[config.mk]
export PLATFORM = sky130hd
export DESIGN_NAME = irq_vec_ctrl
export DESIGN_NICKNAME = d
export VERILOG_FILES = /design/src/rtl/irq_vec_pkg.sv /design/src/rtl/irq_en_reg.sv /design/src/rtl/irq_prio_sel.sv /design/src/rtl/irq_seq.sv /design/src/rtl/irq_vec_ctrl.sv
export SDC_FILE = /design/constraint.sdc
export NUM_CORES = 1
export LEC_CHECK = 0
export ABC_CLOCK_PERIOD_IN_PS = 1650
export BUFFER_PORTS_ARGS = -buffer_cell sky130_fd_sc_hd__buf_2
export CORE_MARGIN = 10
export CORE_UTILIZATION = 35
export DETAILED_ROUTE_END_ITERATION = 16
export PLACE_DENSITY = 0.62
export SYNTH_ARGS = -nofsm -noshare
export SYNTH_HDL_FRONTEND = slang
export SYNTH_SLANG_ARGS = --single-unit
[constraint.sdc]
create_clock -name clk_i -period 1.65 [get_ports clk_i]
set_input_delay 0.2475 -clock clk_i [delete_from_list [all_inputs] [get_ports clk_i]]
set_output_delay 0.2475 -clock clk_i [all_outputs]
set_load 0.005 [all_outputs]
[src/rtl/irq_vec_pkg.sv]
package irq_vec_pkg;
  parameter int unsigned NSRC       = 5;
  parameter int unsigned ADDR_W     = 16;
  parameter int unsigned EN_W       = 8;
  parameter int unsigned GLB_BIT    = 7;
  parameter int unsigned VEC_BASE   = 3;
  parameter int unsigned VEC_STRIDE = 8;
  localparam int unsigned IDX_W     = $clog2(NSRC);

  // source index doubles as rank: lower index wins
  localparam int unsigned SRC_EXT0 = 0;
  localparam int unsigned SRC_TMR0 = 1;
  localparam int unsigned SRC_EXT1 = 2;
  localparam int unsigned SRC_TMR1 = 3;
  localparam int unsigned SRC_SER  = 4;

  typedef enum logic [1:0] {
    ST_IDLE = 2'd0,
    ST_REQ  = 2'd1,
    ST_SVC  = 2'd2
  } seq_st_e;

  function automatic logic [ADDR_W-1:0] vec_of(input logic [IDX_W-1:0] idx);
    int unsigned v;
    v = VEC_BASE + VEC_STRIDE * int'(idx);
    return ADDR_W'(v);
  endfunction
endpackage

[src/rtl/irq_en_reg.sv]
module irq_en_reg #(
  parameter int unsigned W = 8
) (
  input  logic         clk_i,
  input  logic         rst_ni,
  input  logic         we_i,
  input  logic [W-1:0] wdata_i,
  output logic [W-1:0] q_o
);
  logic [W-1:0] q_q;

  always_ff @(posedge clk_i or negedge rst_ni) begin
    if (!rst_ni)   q_q <= '0;
    else if (we_i) q_q <= wdata_i;
  end

  assign q_o = q_q;
endmodule

[src/rtl/irq_prio_sel.sv]
module irq_prio_sel
  import irq_vec_pkg::*;
(
  input  logic [NSRC-1:0]  req_i,
  input  logic [EN_W-1:0]  en_i,
  output logic [NSRC-1:0]  gated_o,
  output logic             any_o,
  output logic [IDX_W-1:0] win_o
);
  for (genvar i = 0; i < NSRC; i++) begin : g_gate
    assign gated_o[i] = req_i[i] & en_i[i] & en_i[GLB_BIT];
  end

  assign any_o = |gated_o;

  // scan high to low so the lowest pending index is left standing
  always_comb begin
    win_o = '0;
    for (int i = NSRC - 1; i >= 0; i--) begin
      if (gated_o[i]) win_o = IDX_W'(i);
    end
  end
endmodule

[src/rtl/irq_seq.sv]
module irq_seq
  import irq_vec_pkg::*;
(
  input  logic             clk_i,
  input  logic             rst_ni,
  input  logic             any_i,
  input  logic [IDX_W-1:0] win_i,
  input  logic [NSRC-1:0]  gated_i,
  input  logic [NSRC-1:0]  autoclr_i,
  input  logic             ack_i,
  input  logic             reti_i,
  output logic             irq_o,
  output logic [IDX_W-1:0] sel_o,
  output logic [NSRC-1:0]  taken_o
);
  seq_st_e          st_q;
  logic [IDX_W-1:0] sel_q;
  logic [NSRC-1:0]  taken_q;
  logic [NSRC-1:0]  sel_1h;

  assign sel_1h = NSRC'(1) << sel_q;

  always_ff @(posedge clk_i or negedge rst_ni) begin
    if (!rst_ni) begin
      st_q    <= ST_IDLE;
      sel_q   <= '0;
      taken_q <= '0;
    end else begin
      taken_q <= '0;
      unique case (st_q)
        ST_IDLE: begin
          if (any_i) begin
            sel_q <= win_i;
            st_q  <= ST_REQ;
          end
        end
        ST_REQ: begin
          if (ack_i) begin
            taken_q <= sel_1h & autoclr_i;
            st_q    <= ST_SVC;
          end else if (!gated_i[sel_q]) begin
            st_q <= ST_IDLE;  // request withdrawn before ack
          end
        end
        ST_SVC: begin
          if (reti_i) st_q <= ST_IDLE;
        end
        default: st_q <= ST_IDLE;
      endcase
    end
  end

  assign irq_o   = (st_q == ST_REQ);
  assign sel_o   = sel_q;
  assign taken_o = taken_q;
endmodule

[src/rtl/irq_vec_ctrl.sv]
module irq_vec_ctrl
  import irq_vec_pkg::*;
(
  input  logic        clk_i,
  input  logic        rst_ni,
  input  logic        ext0_req_i,
  input  logic        tmr0_ovf_i,
  input  logic        ext1_req_i,
  input  logic        tmr1_ovf_i,
  input  logic        ser_rx_done_i,
  input  logic        ser_tx_done_i,
  input  logic [1:0]  ext_edge_i,
  input  logic        en_we_i,
  input  logic [7:0]  en_wdata_i,
  output logic [7:0]  en_rdata_o,
  output logic [15:0] vec_addr_o,
  output logic        irq_o,
  input  logic        ack_i,
  output logic [4:0]  taken_o,
  input  logic        reti_i
);
  logic [EN_W-1:0]  en_q;
  logic [NSRC-1:0]  req;
  logic [NSRC-1:0]  autoclr;
  logic [NSRC-1:0]  gated;
  logic             any;
  logic [IDX_W-1:0] win;
  logic [IDX_W-1:0] sel;
  logic             irq;

  always_comb begin
    req               = '0;
    req[SRC_EXT0]     = ext0_req_i;
    req[SRC_TMR0]     = tmr0_ovf_i;
    req[SRC_EXT1]     = ext1_req_i;
    req[SRC_TMR1]     = tmr1_ovf_i;
    req[SRC_SER]      = ser_rx_done_i | ser_tx_done_i;
    autoclr           = '0;
    autoclr[SRC_EXT0] = ext_edge_i[0];
    autoclr[SRC_TMR0] = 1'b1;
    autoclr[SRC_EXT1] = ext_edge_i[1];
    autoclr[SRC_TMR1] = 1'b1;
    autoclr[SRC_SER]  = 1'b0;  // software clears serial flags
  end

  irq_en_reg #(.W(EN_W)) u_en (
    .clk_i  (clk_i),
    .rst_ni (rst_ni),
    .we_i   (en_we_i),
    .wdata_i(en_wdata_i),
    .q_o    (en_q)
  );

  irq_prio_sel u_sel (
    .req_i  (req),
    .en_i   (en_q),
    .gated_o(gated),
    .any_o  (any),
    .win_o  (win)
  );

  irq_seq u_seq (
    .clk_i    (clk_i),
    .rst_ni   (rst_ni),
    .any_i    (any),
    .win_i    (win),
    .gated_i  (gated),
    .autoclr_i(autoclr),
    .ack_i    (ack_i),
    .reti_i   (reti_i),
    .irq_o    (irq),
    .sel_o    (sel),
    .taken_o  (taken_o)
  );

  assign en_rdata_o = en_q;
  assign irq_o      = irq;
  assign vec_addr_o = irq ? vec_of(sel) : '0;
endmodule

==> out/results.ini, run 1 <==
[global_routing]
grt_pass1_vias = 820
antenna_found_initial = 0
grt_start_max_net_pins = 18
grtUsageTotal = 0.0900
grt_pass1_wl_microns = 3830
leftover_overflow_at_the_end_of_global_routing = 0

[critical_path]
regToRegEndpoint = u_seq.sel_o[0]
cp_num_buf_inv = 1
worst-endpoint-arrival_ns = 1.26
timing.critical_path.from_type = register
worstPathMaxFanout = 9
timing.critical_path.slowest_cell_delay_ns = 0.49
critical_path.reg2reg.startpoint = u_en.q_o[7]
crit_family = flip-flops
worst_path_max_delay_cell = sky130_fd_sc_hd__dfrtp_1
setup.reg_to_reg.worst_slack_ns = 0.21
worstRegToRegCells = 3
worst_ep_required_time_ns = 1.40
worstSetupEndpointType = output pin
cp_cell_sequence = nor2b_4 > and2_1 > buf_2
critPathKind = register to output pin

[clocking]
ctsRootBufferMaster = sky130_fd_sc_hd__clkbuf_4
cts-htree-levels = 1
cts.repair_timing.setup_buffer_count = 0
tritoncts = done
clock_latency_ns = 0.29
cts_buffers = 3
path_clk_slew_ns = 0.10
cts.sinks = 17
cts-root-to-sink-buffers = 2

[synthesis]
syn-instance-count = 82
synth-seq-cells = 17
synth-warning-count = 0
netlist-cell-type-count = 28
postSynthAreaPerCell_sq_um = 11.4
netlist_area_sq_um = 931
synth-seq-area-share = 0.457

[placed_design]
dp_worst_setup_slack_ns = 0.204
port_buffers = 38
post-dp-hpwl_microns = 1820
gp_congestion = 0.698
place.detailed.instances = 145

[timing]
min_period_ns = 1.50
fin_crit_sh = 0.911
final-setup-viol-count = 0
slew_violations = 0
final-hold-violation-count = 0
layout_setup_ws_ns = 0.147
rsz0062_at_grt = no
achievable-frequency_ghz = 0.665
setup_total_negative_slack_ns = 0
finClkSkew_ns = 0.00582

[power_and_ir_drop]
worst_ir_drop_vdd_v = 0.000704
cellPowerDensity_nw_per_um2 = 1110
static_leakage_power_nw = 0.595

[status]
run_status = finished clean

[layout]
antenna-diode-count = 0
final_instance_count_excl_fillers = 150
fillers = 247
layout-area-overhead-vs-synth_pct = 20.7
final_common_cell = sky130_fd_sc_hd__buf_2
layout_cells_sized_above_1 = 0.442
finish.net_count = 142
layout.cells.most_common_list = sky130_fd_sc_hd__buf_2 (38), sky130_fd_sc_hd__dfrtp_1 (16), sky130_fd_sc_hd__conb_1 (12), sky130_fd_sc_hd__mux2_2 (8), sky130_fd_sc_hd__nand2_1 (5)
final_util = 0.449

[die]
die_h_microns = 71.6
core_region_area_sq_um = 2500
start_util = 0.372
std_cell_rows = 18
chipWidth_microns = 71.6
overall_die_area_sq_um = 5120
floorplan.io_pins = 51

[route]
route.final.wire_length_microns = 2250
met2WireLength_microns = 927
drt_first_iter_violations = 33
met3_wirelength_microns = 344
route.vias.total = 726
wl_met1_microns = 968
ant_nets = 0
highest_signal_layer = met4
remaining_drc_errors = 0
routed_wire_per_std_cell_microns = 15.0
avg_vias_per_cell = 4.84
drt_first_pass_iters = 4

[min_path]
hold_start = en_wdata_i[4]
hp-class = input pin to register
min_to = u_en.q_o[4]
min_delay_path_depth = 2

[flow_run]
cap_violations = 0

## cell usage after synthesis
cell                       instances  area, sq um
sky130_fd_sc_hd__o21a_1            1         7.51
sky130_fd_sc_hd__mux2_1            1         11.3
sky130_fd_sc_hd__o21ai_1           1         5.00
sky130_fd_sc_hd__mux2_2            8         90.1
sky130_fd_sc_hd__buf_2             1         5.00
sky130_fd_sc_hd__nor2b_4           1         13.8
sky130_fd_sc_hd__nor3_1            2         10.0
sky130_fd_sc_hd__dfrtp_1          17          425
sky130_fd_sc_hd__and2b_1           1         7.51
sky130_fd_sc_hd__o32a_1            1         10.0
sky130_fd_sc_hd__and3_1            1         6.26
sky130_fd_sc_hd__or2b_1            1         7.51
sky130_fd_sc_hd__and2_1            4         25.0
sky130_fd_sc_hd__o211ai_4          1         21.3
sky130_fd_sc_hd__and4b_1           1         10.0
sky130_fd_sc_hd__buf_4            14          105
sky130_fd_sc_hd__nor2_1            2         7.51
sky130_fd_sc_hd__and3b_1           3         26.3
sky130_fd_sc_hd__a22o_1            4         35.0
sky130_fd_sc_hd__conb_1            1         3.75
sky130_fd_sc_hd__o21ai_0           3         15.0
sky130_fd_sc_hd__a211o_1           2         17.5
sky130_fd_sc_hd__nand2_1           5         18.8
sky130_fd_sc_hd__nand3_1           2         10.0
sky130_fd_sc_hd__a311oi_2          1         15.0
sky130_fd_sc_hd__a32oi_1           1         8.76
sky130_fd_sc_hd__clkbuf_1          1         3.75
sky130_fd_sc_hd__a31o_1            1         8.76
## sequential cells by signal (all words and copies together), names as in the netlist
| name | cells |
|---|---|
| u_en.q_o | 8 |
| u_seq.sel_o | 3 |
| u_seq.st_q | 2 |
| u_seq.taken_o | 4 |
## power breakdown
group	total [mW]	internal (mW)	switching (mW)
combinational	0.391	0.226	0.164
sequential	0.631	0.496	0.135
clock	0.222	0.0940	0.128
total	1.24	0.816	0.427
## logic make-up (layout without fill, tap and decap cells)
logic type / count (synthesis) / count (layout) / share of synthesized area
mux: 9 / 9 / 0.109
flops: 17 / 17 / 0.457
buf+inv: 16 / 43 / 0.122
compound gates: 16 / 16 / 0.155
other cells: 1 / 12 / 0.00403
simple gates: 23 / 23 / 0.153
## through the flow
step           total power [mW]  area (sq um)  hold slack [ns]
5_1_grt                    1.35          1120            0.167
3_5_place_dp               1.03          1090            0.198
4_1_cts                    1.26          1120            0.177
3_3_place_gp               1.02          1090            0.190
6_report                   1.24          1120            0.188
2_1_floorplan             0.907           972          -0.0481
## worst register-to-register path: stages (launching register included)
cell and delay [ns]:
sky130_fd_sc_hd__dfrtp_1 0.52, sky130_fd_sc_hd__o211ai_4 0.14, sky130_fd_sc_hd__a311oi_2 0.33, sky130_fd_sc_hd__mux2_1 0.36
## layout make-up
cell class                      instances  area (sq um)  share of cell area
Clock buffer                            4          26.3              0.0234
Tap cell                               30          37.5              0.0334
Multi-Input combinational cell         60           433               0.385
Timing Repair Buffer                   39           200               0.178
Sequential cell                        17           427               0.380
## how the worst max path moves through the flow
stage	start	end	slack [ns]	depth (start not counted)
2_1_floorplan	u_en.q_o[7]	u_seq.sel_o[0]	0.30	3
3_3_place_gp	u_en.q_o[7]	u_seq.sel_o[0]	0.27	3
3_5_place_dp	u_en.q_o[7]	u_seq.sel_o[0]	0.20	3
4_1_cts	u_seq.st_q[0]	vec_addr_o[4]	0.08	3
5_1_grt	u_seq.st_q[1]	vec_addr_o[5]	0.02	3
6_report	u_seq.st_q[1]	vec_addr_o[5]	0.15	3
## repair_timing
item,in CTS,in global routing
hold buffers,1,0
hold endpoints to repair,17,0
resized for setup,0,1
setup endpoints to repair,0,3
## routing by layer
metal,up-vias,GRT usage
met5,-,0
met4,0,0.0194
met3,2,0.0702
met2,41,0.131
met1,338,0.101
li1,345,-
Power figures use the tool's default switching activity.
==> run 2, diff against run 1 <==
- RECOVER_POWER: unset -> 50
==> run 2 against run 1 <==
Utilization shrank 0.050 points. Worst setup slack is the same. Hold slack is the same. Flip-flop and latch count is the same. Combinational power is essentially flat. Power is essentially flat. Critical path depth is the same. Sequential share of layout area is essentially flat. Non-clock buffer count is the same.
==> out/results.ini, run 2 (same netlist as run 1, synthesis figures left out) <==
[route]
routed_wire_per_std_cell_microns = 15.0  ; -0.13%
drt_first_pass_iters = 4  ; unchanged
ant_nets = 0  ; unchanged
route.final.wire_length_microns = 2250  ; -0.13%
remaining_drc_errors = 0  ; unchanged
route.vias.total = 727  ; +0.14%
drt_first_iter_violations = 33  ; unchanged
avg_vias_per_cell = 4.85  ; +0.14%

[layout]
seq_area_sq_um = 427  ; unchanged
fillers = 247  ; unchanged
layout.cell_area.non_filler_sq_um = 1120  ; -0.11%
area_used_by_multi_input_combinational_logic_sq_um = 433  ; unchanged
layout_cells_sized_above_1 = 0.433  ; -0.00833
antenna-diode-count = 0  ; unchanged
largest_reg_flops = 8  ; unchanged
layout-area-overhead-vs-synth_pct = 20.6
finish.net_count = 142  ; unchanged
final_common_cell = sky130_fd_sc_hd__buf_2
layout.cells.most_common_list = sky130_fd_sc_hd__buf_2 (37), sky130_fd_sc_hd__dfrtp_1 (16), sky130_fd_sc_hd__conb_1 (12), sky130_fd_sc_hd__mux2_2 (8), sky130_fd_sc_hd__nand2_1 (5)

[critical_path]
crit_family = flip-flops
worst_ep_required_time_ns = 1.40  ; about the same
worst_path_max_delay_cell = sky130_fd_sc_hd__dfrtp_1
cp_num_buf_inv = 1  ; unchanged
timing.critical_path.from_type = register
worst-endpoint-arrival_ns = 1.26  ; about the same
worstPathMaxFanout = 9  ; unchanged
critPathKind = register to output pin
cp_cell_sequence = nor2b_4 > and2_1 > buf_2
timing.critical_path.slowest_cell_delay_ns = 0.49  ; about the same
worstSetupEndpointType = output pin

[placed_design]
dp_worst_setup_slack_ns = 0.204  ; unchanged
gp_congestion = 0.698  ; unchanged
port_buffers = 38  ; unchanged
post-dp-hpwl_microns = 1820  ; unchanged
dpl_cell_area_sq_um = 1090  ; unchanged

[timing]
timing.slew.headroom = 0.376
setup_total_negative_slack_ns = 0  ; unchanged
finClkSkew_ns = 0.00582  ; unchanged
min_period_ns = 1.50  ; unchanged
final-hold-violation-count = 0  ; unchanged
fin_crit_sh = 0.911  ; unchanged
layout_setup_ws_ns = 0.147  ; unchanged
timing_worst_slew_pin_value_ns = 0.936
achievable-frequency_ghz = 0.665  ; unchanged
slew_violations = 0  ; unchanged
final-setup-viol-count = 0  ; unchanged
rsz0062_at_grt = no

[global_routing]
gr_util_met3 = 0.0702  ; unchanged
grt_start_max_net_pins = 18  ; unchanged
leftover_overflow_at_the_end_of_global_routing = 0  ; unchanged
routing_usage_on_met1 = 0.101  ; unchanged
antenna_found_initial = 0  ; unchanged
grt_pass1_vias = 820  ; unchanged
grt-busiest-layer = met2
gr-usage-met2 = 0.131  ; unchanged
grt_pass1_wl_microns = 3830  ; unchanged
grtUsageTotal = 0.0900  ; unchanged

[clocking]
cts.repair_timing.setup_buffer_count = 0  ; unchanged
path_clk_slew_ns = 0.10  ; about the same
cts_buffers = 3  ; unchanged
ctsRootBufferMaster = sky130_fd_sc_hd__clkbuf_4
clock_latency_ns = 0.29  ; about the same
cts-htree-levels = 1  ; unchanged
cts.sinks = 17  ; unchanged
tritoncts = done
cts-root-to-sink-buffers = 2  ; unchanged

[die]
floorplan.io_pins = 51  ; unchanged
core_region_area_sq_um = 2500  ; unchanged
overall_die_area_sq_um = 5120  ; unchanged
die_h_microns = 71.6  ; unchanged
std_cell_rows = 18  ; unchanged
chipWidth_microns = 71.6  ; unchanged
start_util = 0.372  ; unchanged

[power_and_ir_drop]
static_leakage_power_nw = 0.593  ; -0.46%
cellPowerDensity_nw_per_um2 = 1110  ; about the same
post_route_total_power_mw = 1.24  ; about the same
power_frac_comb = 0.314  ; about the same
clkPwrFrac = 0.179  ; about the same
total_switching_power_mw = 0.427  ; about the same
power.internal_mw = 0.816  ; about the same
seq_power_share = 0.508  ; about the same
worst_ir_drop_vdd_v = 0.000704  ; about the same
switching_share = 0.344  ; about the same

[min_path]
hp-class = input pin to register

[flow_run]
cap_violations = 0  ; unchanged

[status]
run_status = finished clean

==> run 2: per-layer routing <==
metal  wire, microns  up-vias
li1                -      345
met1             968      339
met2             927       41
met3             340        2
met4              14        0
met5               0        -
==> run 2: worst register-to-register path, cell delays in order, from the launching register on <==
cell and delay [ns]:
sky130_fd_sc_hd__dfrtp_1 0.52, sky130_fd_sc_hd__o211ai_4 0.14, sky130_fd_sc_hd__a311oi_2 0.33, sky130_fd_sc_hd__mux2_1 0.36
==> run 2: metrics by stage <==
stage	std cells	hold slack [ns]	utilization
global placement	145	0.190	0.434
floorplan	93	-0.0481	-
CTS	150	0.177	0.449
finish	150	0.188	0.449
detailed placement	145	0.198	0.434
global route	150	0.167	0.449
==> run 2: what timing repair did <==
action                                  CTS  global route
endpoints found under the setup margin    0             3
hold buffers                              1             0
endpoints found under the hold margin    17             0
gates resized for setup                   0             1
==> run 2: path summary, 6_finish.rpt <==
path / start / end / slack [ns] / depth (start not counted)
worst max-delay path: u_seq.st_q[1] / vec_addr_o[5] / 0.15 / 3
worst min-delay path: en_wdata_i[4] / u_en.q_o[4] / 0.19 / 2
worst max register to register: u_en.q_o[7] / u_seq.sel_o[0] / 0.21 / 3
worst min register to register: u_en.q_o[5] / u_en.q_o[5] / 0.52 / 1
max in group asynchronous: rst_ni / u_seq.st_q[0] / 0.42 / 2
min in group asynchronous: rst_ni / u_seq.taken_o[0] / 0.60 / 2
==> run 2: final cells by class <==
type,instances,share of cell area
Tap cell,30,0.0334
Multi-Input combinational cell,60,0.386
Clock buffer,4,0.0234
Timing Repair Buffer,39,0.177
Sequential cell,17,0.380
==> run 2: power by group through the flow <==
stage	clock network, mW	registers [mW]	logic (mW)
final	0.222	0.631	0.390
after global placement	0	0.634	0.387
after global routing	0.253	0.656	0.445
after floorplan	0	0.588	0.318
after CTS	0.235	0.632	0.398
after detailed placement	0	0.640	0.394
==> run 3, diff against run 2 <==
- ABC_CLOCK_PERIOD_IN_PS: 1650 -> 1350
- CORE_MARGIN: 10 -> unset
- MAX_ROUTING_LAYER: unset -> met4
- PLACE_DENSITY: 0.62 -> 0.65
- clock period: 1.65 -> 1.35 ns (I/O delays scaled with it)
==> run 3 against run 2 <==
The flow now finishes with violations (setup timing). Hold slack worse by 0.051 ns. Largest power group unchanged. Count of clock-buffer cells in the layout stayed put. Sequential share of layout area fell by 3.1 points. Non-clock buffer count increased by 13.
==> out/results.ini, run 3 (same netlist as run 1, synthesis figures left out) <==
[die]
floorplan.io_pins = 51  ; unchanged
core_region_area_sq_um = 2500  ; unchanged
std_cell_rows = 18  ; unchanged
overall_die_area_sq_um = 2870  ; -44%
start_util = 0.372  ; unchanged
chipWidth_microns = 53.6  ; -25%
die_h_microns = 53.6  ; -25%

[min_path]
min_delay_path_depth = 2  ; unchanged
hold_start = en_wdata_i[6]
hp-class = input pin to register
min_to = u_en.q_o[6]

[layout]
area_used_by_multi_input_combinational_logic_sq_um = 440  ; +1.7%
seq_area_sq_um = 429  ; +0.59%
layout_cells_sized_above_1 = 0.519  ; +0.0855
final_util = 0.492  ; +0.0430
final_common_cell = sky130_fd_sc_hd__buf_2
antenna-diode-count = 0  ; unchanged
layout-area-overhead-vs-synth_pct = 32.1
fillers = 243  ; -1.6%
largest_reg_flops = 8  ; unchanged
layout.cell_area.non_filler_sq_um = 1230  ; +9.6%
layout.cells.most_common_list = sky130_fd_sc_hd__buf_2 (36), sky130_fd_sc_hd__dfrtp_1 (14), sky130_fd_sc_hd__conb_1 (12), sky130_fd_sc_hd__buf_4 (11), sky130_fd_sc_hd__mux2_2 (8)
finish.net_count = 155  ; +9.2%

[critical_path]
worstPathMaxFanout = 2  ; -7
setup.reg_to_reg.worst_slack_ns = -0.02  ; -0.23 ns
critPathKind = register to register
regToRegEndpoint = u_seq.sel_o[0]
worst-endpoint-arrival_ns = 1.55  ; +0.29 ns
timing.critical_path.from_type = register
critical_path.reg2reg.startpoint = u_en.q_o[2]
worstRegToRegCells = 4  ; +1
worst_ep_required_time_ns = 1.52  ; +0.12 ns
worstSetupEndpointType = register

[clocking]
cts.sinks = 17  ; unchanged
cts-htree-levels = 1  ; unchanged
path_clk_slew_ns = 0.10  ; about the same
cts-root-to-sink-buffers = 2  ; unchanged
tritoncts = done
cts_buffers = 3  ; unchanged
ctsRootBufferMaster = sky130_fd_sc_hd__clkbuf_4
clock_latency_ns = 0.29  ; about the same

[route]
route.vias.total = 766  ; +5.4%
route.final.wire_length_microns = 1880  ; -17%
drt_first_pass_iters = 1  ; -3
remaining_drc_errors = 0  ; unchanged
avg_vias_per_cell = 4.70  ; -3.0%
ant_nets = 0  ; unchanged
routed_wire_per_std_cell_microns = 11.5  ; -23%
drt_first_iter_violations = 0  ; -100%

[power_and_ir_drop]
switching_share = 0.329  ; -0.0149
clkPwrFrac = 0.162  ; -0.017
cellPowerDensity_nw_per_um2 = 1360  ; +22%
seq_power_share = 0.434  ; -0.074
power_frac_comb = 0.405  ; +0.091
total_switching_power_mw = 0.548  ; +28%
worst_ir_drop_vdd_v = 0.000923  ; +31%
power.internal_mw = 1.12  ; +37%
static_leakage_power_nw = 0.653  ; +10%

[global_routing]
leftover_overflow_at_the_end_of_global_routing = 0  ; unchanged
routing_usage_on_met1 = 0.183  ; +0.0816
gr-usage-met2 = 0.269  ; +0.137
antenna_found_initial = 0  ; unchanged
grt_start_max_net_pins = 18  ; unchanged
grt_pass1_vias = 739  ; -9.9%
grt-busiest-layer = met2
gr_util_met3 = 0.0593  ; -0.0109
grt_pass1_wl_microns = 3110  ; -19%
grtUsageTotal = 0.158  ; +0.0677

[placed_design]
post-dp-hpwl_microns = 1370  ; -25%
port_buffers = 38  ; unchanged
dpl_cell_area_sq_um = 1120  ; +3.6%
gp_congestion = 0.747  ; +7.0%

[timing]
slew_violations = 0  ; unchanged
final-hold-violation-count = 0  ; unchanged
min_period_ns = 1.37
fin_crit_sh = 1.02
rsz0062_at_grt = yes
layout_setup_ws_ns = -0.0211  ; -0.168 ns
final-setup-viol-count = 2  ; +2
achievable-frequency_ghz = 0.729
finClkSkew_ns = 0.00277  ; -0.00305 ns

[status]
run_status = finished, violations left
violations = setup timing

[flow_run]
cap_violations = 0  ; unchanged

[run 3: worst max-delay path by stage]
stage               slack [ns]  depth (start not counted)        endpoint        start
detailed placement       -0.02                          3  u_seq.sel_o[0]  u_en.q_o[7]
floorplan                 0.02                          4  u_seq.sel_o[0]  u_en.q_o[3]
global placement          0.04                          3  u_seq.sel_o[0]  u_en.q_o[7]
CTS                      -0.02                          4  u_seq.sel_o[0]  u_en.q_o[1]
finish                   -0.02                          4  u_seq.sel_o[0]  u_en.q_o[2]
global route             -0.08                          4  u_seq.sel_o[0]  u_en.q_o[3]
[run 3: timing repair]
item	4_1_cts	5_1_grt
endpoints found under the hold margin	17	0
hold buffers	1	0
setup endpoints to repair	7	5
setup buffers	7	1
gates resized for setup	3	3
pin swaps	3	4
[run 3: layer usage]
metal	vias to the layer above	wire length, microns	share of wire
li1	379	-	-
met1	345	856	0.46
met2	40	870	0.46
met3	2	145	0.077
met4	0	5	0.0027
met5	-	0	0
[run 3: per-stage QoR]
| step | power (mW) | setup TNS, ns | cells | worst slack, ns | hold slack (ns) |
|---|---|---|---|---|---|
| final | 1.67 | -0.0225 | 163 | -0.0211 | 0.137 |
| after global routing | 1.80 | -0.265 | 163 | -0.0778 | 0.115 |
| after CTS | 1.66 | -0.0229 | 162 | -0.0189 | 0.126 |
| after detailed placement | 1.29 | -0.0231 | 150 | -0.0231 | 0.157 |
| after global placement | 1.27 | 0 | 150 | 0.0434 | 0.145 |
| after floorplan | 1.11 | 0 | 93 | 0.0185 | -0.0931 |
[run 3: power groups by stage]
stage | Combinational, mW | Sequential, mW | Clock, mW
3_5_place_dp | 0.521 | 0.764 | 0
2_1_floorplan | 0.389 | 0.720 | 0
3_3_place_gp | 0.511 | 0.760 | 0
6_report | 0.674 | 0.723 | 0.270
5_1_grt | 0.747 | 0.745 | 0.307
4_1_cts | 0.657 | 0.722 | 0.285
[run 3: worst max-delay path, cell delays in order (launching register included)]
cell and delay [ns]:
sky130_fd_sc_hd__dfrtp_1 0.35, sky130_fd_sc_hd__a22o_1 0.18, sky130_fd_sc_hd__nand2_2 0.07, sky130_fd_sc_hd__a311oi_2 0.29, sky130_fd_sc_hd__mux2_1 0.36
[run 3: layout make-up]
cell class,instances,area share
multi-input combinational,60,0.358
sequential,17,0.349
timing repair buffer,52,0.241
tap,30,0.0305
clock buffer,4,0.0214
